--- src/rtl/baud_div_pkg.sv ---
package baud_div_pkg;
  localparam int unsigned DEF_DIV_W  = 16;
  localparam int unsigned DEF_BYTE_W = 8;
  localparam int unsigned DEF_SYNC   = 2;

  typedef enum logic {
    SRC_SYS = 1'b0,
    SRC_EXT = 1'b1
  } src_e;
endpackage

--- src/rtl/baud_div_latch.sv ---
module baud_div_latch #(
  parameter int unsigned DIV_W  = 16,
  parameter int unsigned BYTE_W = 8,
  localparam int unsigned NB    = DIV_W / BYTE_W,
  localparam int unsigned SEL_W = (NB > 1) ? $clog2(NB) : 1
) (
  input  logic              clk,
  input  logic              rst_n,
  input  logic              wr,
  input  logic [SEL_W-1:0]  sel,
  input  logic [BYTE_W-1:0] wdata,
  output logic [BYTE_W-1:0] rdata,
  output logic [DIV_W-1:0]  div_val,
  output logic              load_req
);
  logic [BYTE_W-1:0] lane_q [NB];

  for (genvar i = 0; i < NB; i++) begin : g_lane
    always_ff @(posedge clk or negedge rst_n) begin
      if (!rst_n) begin
        lane_q[i] <= '0;
      end else if (wr && (sel == SEL_W'(i))) begin
        lane_q[i] <= wdata;
      end
    end
    assign div_val[i*BYTE_W +: BYTE_W] = lane_q[i];
  end

  assign rdata = lane_q[sel];

  // reload request is raised for the edge following any lane write
  always_ff @(posedge clk or negedge rst_n) begin
    if (!rst_n) begin
      load_req <= 1'b0;
    end else begin
      load_req <= wr;
    end
  end
endmodule

--- src/rtl/baud_div_src.sv ---
module baud_div_src
  import baud_div_pkg::*;
#(
  parameter int unsigned SYNC = 2
) (
  input  logic clk,
  input  logic rst_n,
  input  logic src_ext,
  input  logic ext_clk,
  input  logic en,
  output logic step
);
  logic [SYNC-1:0] sync_q;
  logic            prev_q;
  logic            rise;
  src_e            mode;

  always_ff @(posedge clk or negedge rst_n) begin
    if (!rst_n) begin
      sync_q <= '0;
      prev_q <= 1'b0;
    end else begin
      sync_q <= {sync_q[SYNC-2:0], ext_clk};
      prev_q <= sync_q[SYNC-1];
    end
  end

  assign rise = sync_q[SYNC-1] & ~prev_q;
  assign mode = src_e'(src_ext);

  always_comb begin
    unique case (mode)
      SRC_EXT: step = rise & en;
      default: step = en;
    endcase
  end
endmodule

--- src/rtl/baud_div_cnt.sv ---
module baud_div_cnt #(
  parameter int unsigned DIV_W = 16
) (
  input  logic             clk,
  input  logic             rst_n,
  input  logic [DIV_W-1:0] div_val,
  input  logic             load_req,
  input  logic             step,
  output logic [DIV_W-1:0] cnt_val,
  output logic             tick
);
  localparam logic [DIV_W-1:0] ONE = DIV_W'(1);

  logic div_zero;
  assign div_zero = (div_val == '0);

  always_ff @(posedge clk or negedge rst_n) begin
    if (!rst_n) begin
      cnt_val <= '0;
      tick    <= 1'b0;
    end else begin
      tick <= 1'b0;
      if (load_req) begin
        cnt_val <= div_val;
      end else if (div_zero) begin
        cnt_val <= '0;
      end else if (step) begin
        if (cnt_val <= ONE) begin
          cnt_val <= div_val;
          tick    <= 1'b1;
        end else begin
          cnt_val <= cnt_val - ONE;
        end
      end
    end
  end
endmodule

--- src/rtl/baud_divgen.sv ---
module baud_divgen
  import baud_div_pkg::*;
#(
  parameter int unsigned DIV_W  = DEF_DIV_W,
  parameter int unsigned BYTE_W = DEF_BYTE_W,
  parameter int unsigned SYNC   = DEF_SYNC,
  localparam int unsigned NB    = DIV_W / BYTE_W,
  localparam int unsigned SEL_W = (NB > 1) ? $clog2(NB) : 1
) (
  input  logic              clk,
  input  logic              rst_n,
  input  logic              cfg_wr,
  input  logic [SEL_W-1:0]  cfg_sel,
  input  logic [BYTE_W-1:0] cfg_wdata,
  output logic [BYTE_W-1:0] cfg_rdata,
  input  logic              src_ext,
  input  logic              ext_baud_clk,
  input  logic              cnt_en,
  output logic              tick16,
  output logic              baud_out
);
  logic [DIV_W-1:0] div_val;
  logic [DIV_W-1:0] cnt_val;
  logic             load_req;
  logic             step;
  logic             tick_q;

  baud_div_latch #(.DIV_W(DIV_W), .BYTE_W(BYTE_W)) u_latch (
    .clk      (clk),
    .rst_n    (rst_n),
    .wr       (cfg_wr),
    .sel      (cfg_sel),
    .wdata    (cfg_wdata),
    .rdata    (cfg_rdata),
    .div_val  (div_val),
    .load_req (load_req)
  );

  baud_div_src #(.SYNC(SYNC)) u_src (
    .clk     (clk),
    .rst_n   (rst_n),
    .src_ext (src_ext),
    .ext_clk (ext_baud_clk),
    .en      (cnt_en),
    .step    (step)
  );

  baud_div_cnt #(.DIV_W(DIV_W)) u_cnt (
    .clk      (clk),
    .rst_n    (rst_n),
    .div_val  (div_val),
    .load_req (load_req),
    .step     (step),
    .cnt_val  (cnt_val),
    .tick     (tick_q)
  );

  assign tick16   = tick_q;
  assign baud_out = tick_q;
endmodule

--- config.mk ---
export PLATFORM = sky130hd
export DESIGN_NAME = baud_divgen
export DESIGN_NICKNAME = d
export VERILOG_FILES = /design/src/rtl/baud_div_pkg.sv /design/src/rtl/baud_div_latch.sv /design/src/rtl/baud_div_src.sv /design/src/rtl/baud_div_cnt.sv /design/src/rtl/baud_divgen.sv
export SDC_FILE = /design/constraint.sdc
export NUM_CORES = 1
export LEC_CHECK = 0
export ABC_AREA = 0
export BUFFER_PORTS_ARGS = -buffer_cell sky130_fd_sc_hd__buf_2
export CAP_MARGIN = 20
export CORE_MARGIN = 4
export CORE_UTILIZATION = 32
export CTS_BUF_LIST = sky130_fd_sc_hd__clkbuf_8
export DETAILED_ROUTE_END_ITERATION = 12
export PLACE_DENSITY = 0.57
export SETUP_SLACK_MARGIN = 0.1
export SLEW_MARGIN = 15
export SYNTH_ARGS = -nofsm -noshare
export SYNTH_HDL_FRONTEND = slang
export SYNTH_SLANG_ARGS = --single-unit
--- constraint.sdc ---
create_clock -name clk -period 6.7 [get_ports clk]
set_input_delay 2.01 -clock clk [delete_from_list [all_inputs] [get_ports clk]]
set_output_delay 2.01 -clock clk [all_outputs]
set_load 0.05 [all_outputs]
==> out/results.txt, run 1 <==
run status -> complete, no violations
most frequent cells in the layout -> 37 x dfrtp_1, 24 x mux2_2, 24 x buf_2
H-tree levels -> 2
CTS clock-pin slew for the worst setup and hold paths -> 0.08 ns
Final setup viols -> 0
Fmax -> 0.208 GHz
Post-DP HPWL -> 3480 µm
crit share post-route -> 0.717
post-synthesis instance area -> 0.00201 mm²
Gate Count Post-Synth -> 190
Initial Util -> 0.335
clock buffer depth -> 2
Nets -> 228
Synth cell types -> 44
Crit path required time -> 4.69 ns
critical-path maximum fanout -> 10
hold_ws -> 0.352 ns
num ports -> 25
Post-CTS Setup Inserts -> 0
Critical Path AT -> 2.79 ns
clk_skew -> 0.00506 ns
Max VDD drop -> 0.000170 V
setup tns final -> 0 ns
CP Launch Type -> input port
largest net degree at the start of global routing -> 38
Final Hold Fails -> 0
Slew @ Worst Pin -> 0.887 ns
Slew Viols, Final -> 0
PortBufs -> 24
Synth Warn # -> 0
drt first-iter violations -> 82
Max-slew headroom -> 0.402
number of synthesized flops with an enable pin -> 0
area of the die -> 0.00760 mm²
share of cells above drive strength 1 -> 0.288
CTS tree -> done
Antenna Cells -> 0
Std-Cell Rows -> 28
area growth from synthesis to layout -> 12.5%
vias per cell -> 5.51
Die X -> 87.2 µm
RSZ-0062 raised after global routing -> false
CP Capture Type -> output port
cts repair resizes -> 0
post-route antenna net violation count -> 0
Clock Sinks -> 37
Mean Syn Cell Area -> 10.6 µm²
Post-Syn Nets -> 207
vias in the first global route -> 1,620
Seq/Total Area, Yosys -> 0.462
min Tclk post-route -> 4.80 ns
Clk Latency, worst-skew pair -> 0.30 ns
CTS Hold Bufs -> 0
Power Density -> 268 mW/mm²
total core area -> 0.00599 mm²
ys flop type -> dfrtp_1
gpl congestion -> 0.845
Max Cap Violations -> 0
Routed WL per cell -> 17.2 µm
HP Class -> reg2reg
LEAKAGE -> 0.929 nW
Tot GR Track Use -> 0.143
crit path kind -> in2out
chip height -> 87.2 µm
Num CTS Buffers -> 5
global-route wire length before repair -> 8450 µm
root buffer cell -> clkbuf_8
WL final -> 4950 µm
async set or reset register ratio after synthesis -> 1.00
DRC viols -> 0
grt ovf -> 0
initial antenna violation count -> 0
commonest non-fill, non-tap cell in the layout -> dfrtp_1
First-pass DRT Iterations -> 4
via count -> 1,581
Synth Register Bits -> 37
## worst paths after layout
path	startpoint	to	slack [ns]	depth (start not counted)
setup / recovery	cfg_sel	cfg_rdata[0]	1.90	3
hold / removal	u_src.sync_q[0]	u_src.sync_q[1]	0.35	0
setup reg to reg	u_latch.div_val[11]	u_cnt.cnt_val[3]	4.25	4
hold reg to reg	u_src.sync_q[0]	u_src.sync_q[1]	0.35	0
max in group asynchronous	rst_n	u_cnt.cnt_val[12]	4.36	1
min in group asynchronous	rst_n	u_latch.div_val[1]	1.81	1
## layout make-up
type                    instances  area (µm²)
fillers                       583        3730
multi-input cells             136        1000
flip-flops and latches         37         926
repair buffers                 24         120
well taps                      75        93.8
clock buffers                   5        68.8
inverters                       7        26.3
clock inverters                 3        22.5
## per-layer routing
| layer | track usage | wire (µm) |
|---|---|---|
| met1 | 0.200 | 2360 |
| met2 | 0.213 | 2260 |
| met3 | 0.0369 | 282 |
| met4 | 0.0474 | 44 |
| met5 | 0 | 0 |
## cells in the mapped netlist, types with 3 or more instances
cell type | n | area [µm²]
or4_1 | 6 | 45.0
o31ai_1 | 4 | 30.0
or3_1 | 5 | 31.3
nand3_1 | 7 | 35.0
nand2_1 | 12 | 45.0
clkbuf_1 | 6 | 22.5
o21ai_0 | 11 | 55.1
nor2_1 | 6 | 22.5
a21oi_1 | 8 | 40.0
a22o_1 | 4 | 35.0
nor3_1 | 5 | 25.0
nor4_1 | 7 | 43.8
inv_1 | 7 | 26.3
mux2i_1 | 3 | 30.0
dfrtp_1 | 37 | 926
mux2_2 | 24 | 270
## power by group
group | leakage (nW) | switching (mW) | total, mW | internal, mW
clock | 0.0481 | 0.0886 | 0.162 | 0.0738
combinational | 0.439 | 0.0902 | 0.149 | 0.0584
sequential | 0.442 | 0.0387 | 0.294 | 0.255
## logic make-up after synthesis
logic type | count (synthesis) | share of synthesized area
fa+ha+maj | 2 | 0.0125
simple gates | 59 | 0.167
buf+inv | 17 | 0.0418
flops | 37 | 0.462
mux | 27 | 0.150
compound gates | 45 | 0.154
xor+xnor | 3 | 0.0131
## worst max-delay path: stages
cell and delay, ns:
buf_2 0.21, mux2_2 0.37, buf_2 0.21
## per-stage QoR
step           utilization  cell area, µm²  instances  setup WS, ns  total power [mW]
2_1_floorplan            -            2010        190          1.88             0.401
3_5_place_dp         0.361            2160        279          1.90             0.446
3_3_place_gp         0.361            2160        279          1.94             0.443
4_1_cts              0.376            2250        287          1.90             0.608
5_1_grt              0.377            2260        287          1.86             0.639
6_report             0.377            2260        287          1.90             0.605
## registers in the layout, summed over array words and instances, names as in the netlist
signal / cells
u_src.sync_q: 2
u_src.prev_q: 1
u_latch.load_req: 1
u_latch.div_val: 16
u_cnt.tick: 1
u_cnt.cnt_val: 16
Power figures use the tool's default switching activity.
==> run 2, diff against run 1 <==
- clock period: 6.7 -> 4.5 ns (I/O delays scaled with it)
==> out/results.txt, run 2 (same netlist as run 1, synthesis figures left out) <==
Num CTS Buffers -> 5
clk_skew -> 0.00345 ns
setup tns final -> 0 ns
Initial Util -> 0.335
Fmax -> 0.286 GHz
CTS tree -> done
area of the die -> 0.00760 mm²
vias per cell -> 5.43
Critical R2R Launch -> u_latch.div_val[11]
Nets -> 229
Final Hold Fails -> 0
num ports -> 25
most frequent cells in the layout -> 37 x dfrtp_1, 24 x mux2_2, 24 x buf_2
CP Capture Type -> output port
vias in the first global route -> 1,612
cts repair resizes -> 0
Max-slew headroom -> 0.446
crit share post-route -> 0.777
Critical Path AT -> 2.15 ns
Die X -> 87.2 µm
Routed WL per cell -> 16.7 µm
Antenna Cells -> 0
hold path start -> u_src.sync_q[0]
Post-DP HPWL -> 3460 µm
Slew @ Worst Pin -> 0.823 ns
Max Cap Violations -> 0
post-route antenna net violation count -> 0
Slew Viols, Final -> 0
chip height -> 87.2 µm
commonest non-fill, non-tap cell in the layout -> dfrtp_1
share of cells above drive strength 1 -> 0.286
CP Launch Point -> cfg_sel
DP Cell Count -> 279
global-route wire length before repair -> 8360 µm
final cell count without fillers -> 288
largest net degree at the start of global routing -> 38
Clk Latency, worst-skew pair -> 0.29 ns
Final setup viols -> 0
min Tclk post-route -> 3.50 ns
HP Class -> reg2reg
grt ovf -> 0
Clock Sinks -> 37
RSZ-0062 raised after global routing -> false
via count -> 1,565
crit path kind -> in2out
Tot GR Track Use -> 0.142
LEAKAGE -> 0.929 nW
PortBufs -> 24
critical-path maximum fanout -> 10
total core area -> 0.00599 mm²
Final Total Pwr -> 899 µW
fillcell total -> 608
CP Launch Type -> input port
clock buffer depth -> 2
Post-CTS Setup Inserts -> 0
initial antenna violation count -> 0
Max VDD drop -> 0.000234 V
H-tree levels -> 2
CTS Hold Bufs -> 0
root buffer cell -> clkbuf_8
Power Density -> 398 mW/mm²
drt first-iter violations -> 87
gpl congestion -> 0.844
run status -> complete, no violations
area growth from synthesis to layout -> 12.7%
WL final -> 4800 µm
Crit path required time -> 3.15 ns
First-pass DRT Iterations -> 4
Std-Cell Rows -> 28
DRC viols -> 0
CTS clock-pin slew for the worst setup and hold paths -> 0.08 ns
run 2: layer usage:
| metal | GRT usage | vias to the layer above | wire, µm |
|---|---|---|---|
| met2 | 0.213 | 53 | 2210 |
| met1 | 0.200 | 743 | 2220 |
| met4 | 0.0432 | 0 | 56 |
| li1 | - | 762 | - |
| met3 | 0.0360 | 7 | 325 |
| met5 | 0 | - | 0 |
run 2: through the flow:
stage	cell area [µm²]	worst slack, ns	hold slack (ns)	util
after global placement	2160	1.06	0.334	0.361
final	2260	1.00	0.351	0.377
after detailed placement	2160	1.01	0.335	0.361
after CTS	2250	1.01	0.354	0.376
after global routing	2260	0.961	0.364	0.377
after floorplan	2010	0.997	0.331	-
run 2: worst paths after layout:
path / endpoint / slack, ns / cells past startpoint
max in group asynchronous: u_cnt.cnt_val[12] / 2.82 / 1
min in group asynchronous: u_latch.div_val[9] / 1.15 / 1
setup / recovery: cfg_rdata[3] / 1.00 / 3
setup reg to reg: u_cnt.cnt_val[3] / 2.05 / 4
hold / removal: u_src.sync_q[1] / 0.35 / 0
hold reg to reg: u_src.sync_q[1] / 0.35 / 0
run 2: cell type report:
cell class              count  area (µm²)  share of cell area
multi-input cells         136         996               0.441
flip-flops and latches     37         926               0.410
repair buffers             25         128              0.0565
well taps                  75        93.8              0.0415
clock buffers               5        68.8              0.0305
inverters                   7        26.3              0.0116
clock inverters             3        21.3             0.00941
run 2: report_power, final:
part	internal [mW]	switching, mW	total (mW)	leakage [nW]
combinational	0.0876	0.133	0.221	0.443
clock	0.110	0.131	0.241	0.0445
sequential	0.380	0.0571	0.437	0.442
total	0.577	0.322	0.899	0.929
run 2: worst max-delay path, cell delays in order:
cell and delay [ns]:
buf_2 0.21, mux2_2 0.37, buf_2 0.21
==> run 3, diff against run 2 <==
- clock period: 4.5 -> 3.5 ns (I/O delays scaled with it)
==> out/results.txt, run 3 (same netlist as run 1, synthesis figures left out) <==
vias per cell -> 5.53
DP Cell Count -> 280
Crit path required time -> 2.45 ns
share of cells above drive strength 1 -> 0.282
Sequential Power Share -> 0.459
initial antenna violation count -> 0
HP Class -> reg2reg
WL final -> 4980 µm
Initial Util -> 0.335
Power Internal -> 812 µW
Tot GR Track Use -> 0.144
num ports -> 25
Max-slew headroom -> 0.408
final cell count without fillers -> 288
crit path kind -> in2out
crit share post-route -> 0.828
Place WS -> 0.605 ns
Nets -> 229
vias in the first global route -> 1,604
Comb pwr share -> 0.233
drt first-iter violations -> 85
CTS clock-pin slew for the worst setup and hold paths -> 0.08 ns
total core area -> 0.00599 mm²
Sw Pwr -> 415 µW
Post-CTS Setup Inserts -> 0
gpl congestion -> 0.847
largest net degree at the start of global routing -> 38
grt ovf -> 0
First-pass DRT Iterations -> 4
Routed WL per cell -> 17.3 µm
Std-Cell Rows -> 28
cts repair resizes -> 0
CP Capture Type -> output port
min Tclk post-route -> 2.90 ns
Post-DP HPWL -> 3510 µm
Clock Sinks -> 37
RSZ-0062 raised after global routing -> false
Final Instance Area -> 0.00228 mm²
setup tns final -> 0 ns
run status -> complete, no violations
chip height -> 87.2 µm
r2r endpoint -> u_cnt.cnt_val[3]
Max Cap Violations -> 0
root buffer cell -> clkbuf_8
Max VDD drop -> 0.000310 V
post-route antenna net violation count -> 0
sw frac -> 0.338
Critical R2R Launch -> u_latch.div_val[11]
Antenna Cells -> 0
CTS tree -> done
PortBufs -> 24
worst setup margin -> 0.601 ns
worst hold path cell count -> 0
DRC viols -> 0
commonest non-fill, non-tap cell in the layout -> dfrtp_1
Final setup viols -> 0
Final Total Pwr -> 1.23 mW
area of the die -> 0.00760 mm²
global-route wire length before repair -> 8500 µm
Slew @ Worst Pin -> 0.878 ns
Die X -> 87.2 µm
R2R Setup Slk -> 1.02 ns
clock buffer depth -> 2
Critical Path AT -> 1.85 ns
LEAKAGE -> 0.944 nW
via count -> 1,592
CTS Hold Bufs -> 0
most frequent cells in the layout -> 37 x dfrtp_1, 24 x mux2_2, 24 x buf_2
Worst Hold Endpoint -> u_src.sync_q[1]
clk_skew -> 0.00547 ns
CP Launch Type -> input port
Final Hold Fails -> 0
Power Density -> 538 mW/mm²
power share of the clock group -> 0.308
hold path start -> u_src.sync_q[0]
H-tree levels -> 2
FF-to-FF path depth -> 4
Placed Area -> 0.00217 mm²
area growth from synthesis to layout -> 13.7%
Slew Viols, Final -> 0
Num CTS Buffers -> 5
Clk Latency, worst-skew pair -> 0.30 ns
critical-path maximum fanout -> 10
Fmax -> 0.345 GHz
## run 3: changes by cell type in the layout (fill, tap and decap cells not counted), sizes merged
| cell | change |
|---|---|
| bufinv | +1 |
| clkinvlp | -1 |
## run 3: layout make-up
class | instances | area (µm²)
flip-flops and latches | 37 | 926
inverters | 7 | 26.3
clock inverters | 3 | 42.5
repair buffers | 25 | 128
well taps | 75 | 93.8
fillers | 599 | 3710
multi-input cells | 136 | 996
clock buffers | 5 | 68.8
## run 3: per-stage QoR
| step | utilization | hold slack (ns) |
|---|---|---|
| floorplan | - | 0.331 |
| global route | 0.381 | 0.362 |
| global placement | 0.362 | 0.334 |
| finish | 0.381 | 0.354 |
| detailed placement | 0.362 | 0.335 |
| CTS | 0.381 | 0.353 |
## run 3: worst max-delay path by stage
stage                       start            to  slack (ns)  depth (start not counted)
after floorplan           cfg_sel  cfg_rdata[0]        0.60                          2
after global placement    cfg_sel  cfg_rdata[0]        0.66                          3
after detailed placement  cfg_sel  cfg_rdata[0]        0.61                          3
after CTS                 cfg_sel  cfg_rdata[0]        0.60                          3
after global routing      cfg_sel  cfg_rdata[2]        0.57                          3
final                     cfg_sel  cfg_rdata[0]        0.60                          3
## run 3: power groups by stage
stage	sequential (mW)	clock (mW)	combinational (mW)
after floorplan	0.542	0	0.226
after global placement	0.570	0	0.280
after detailed placement	0.570	0	0.285
after CTS	0.562	0.380	0.287
after global routing	0.574	0.404	0.315
final	0.563	0.378	0.286
## run 3: critical path, cell delays in order
cell	delay [ns]
buf_2	0.21
mux2_2	0.37
buf_2	0.21
## run 3: routing by layer
metal	GRT usage	vias up	wire length, µm
met5	0	-	0
li1	-	762	-
met4	0.0446	0	85
met1	0.200	779	2480
met3	0.0312	10	203
met2	0.225	41	2220
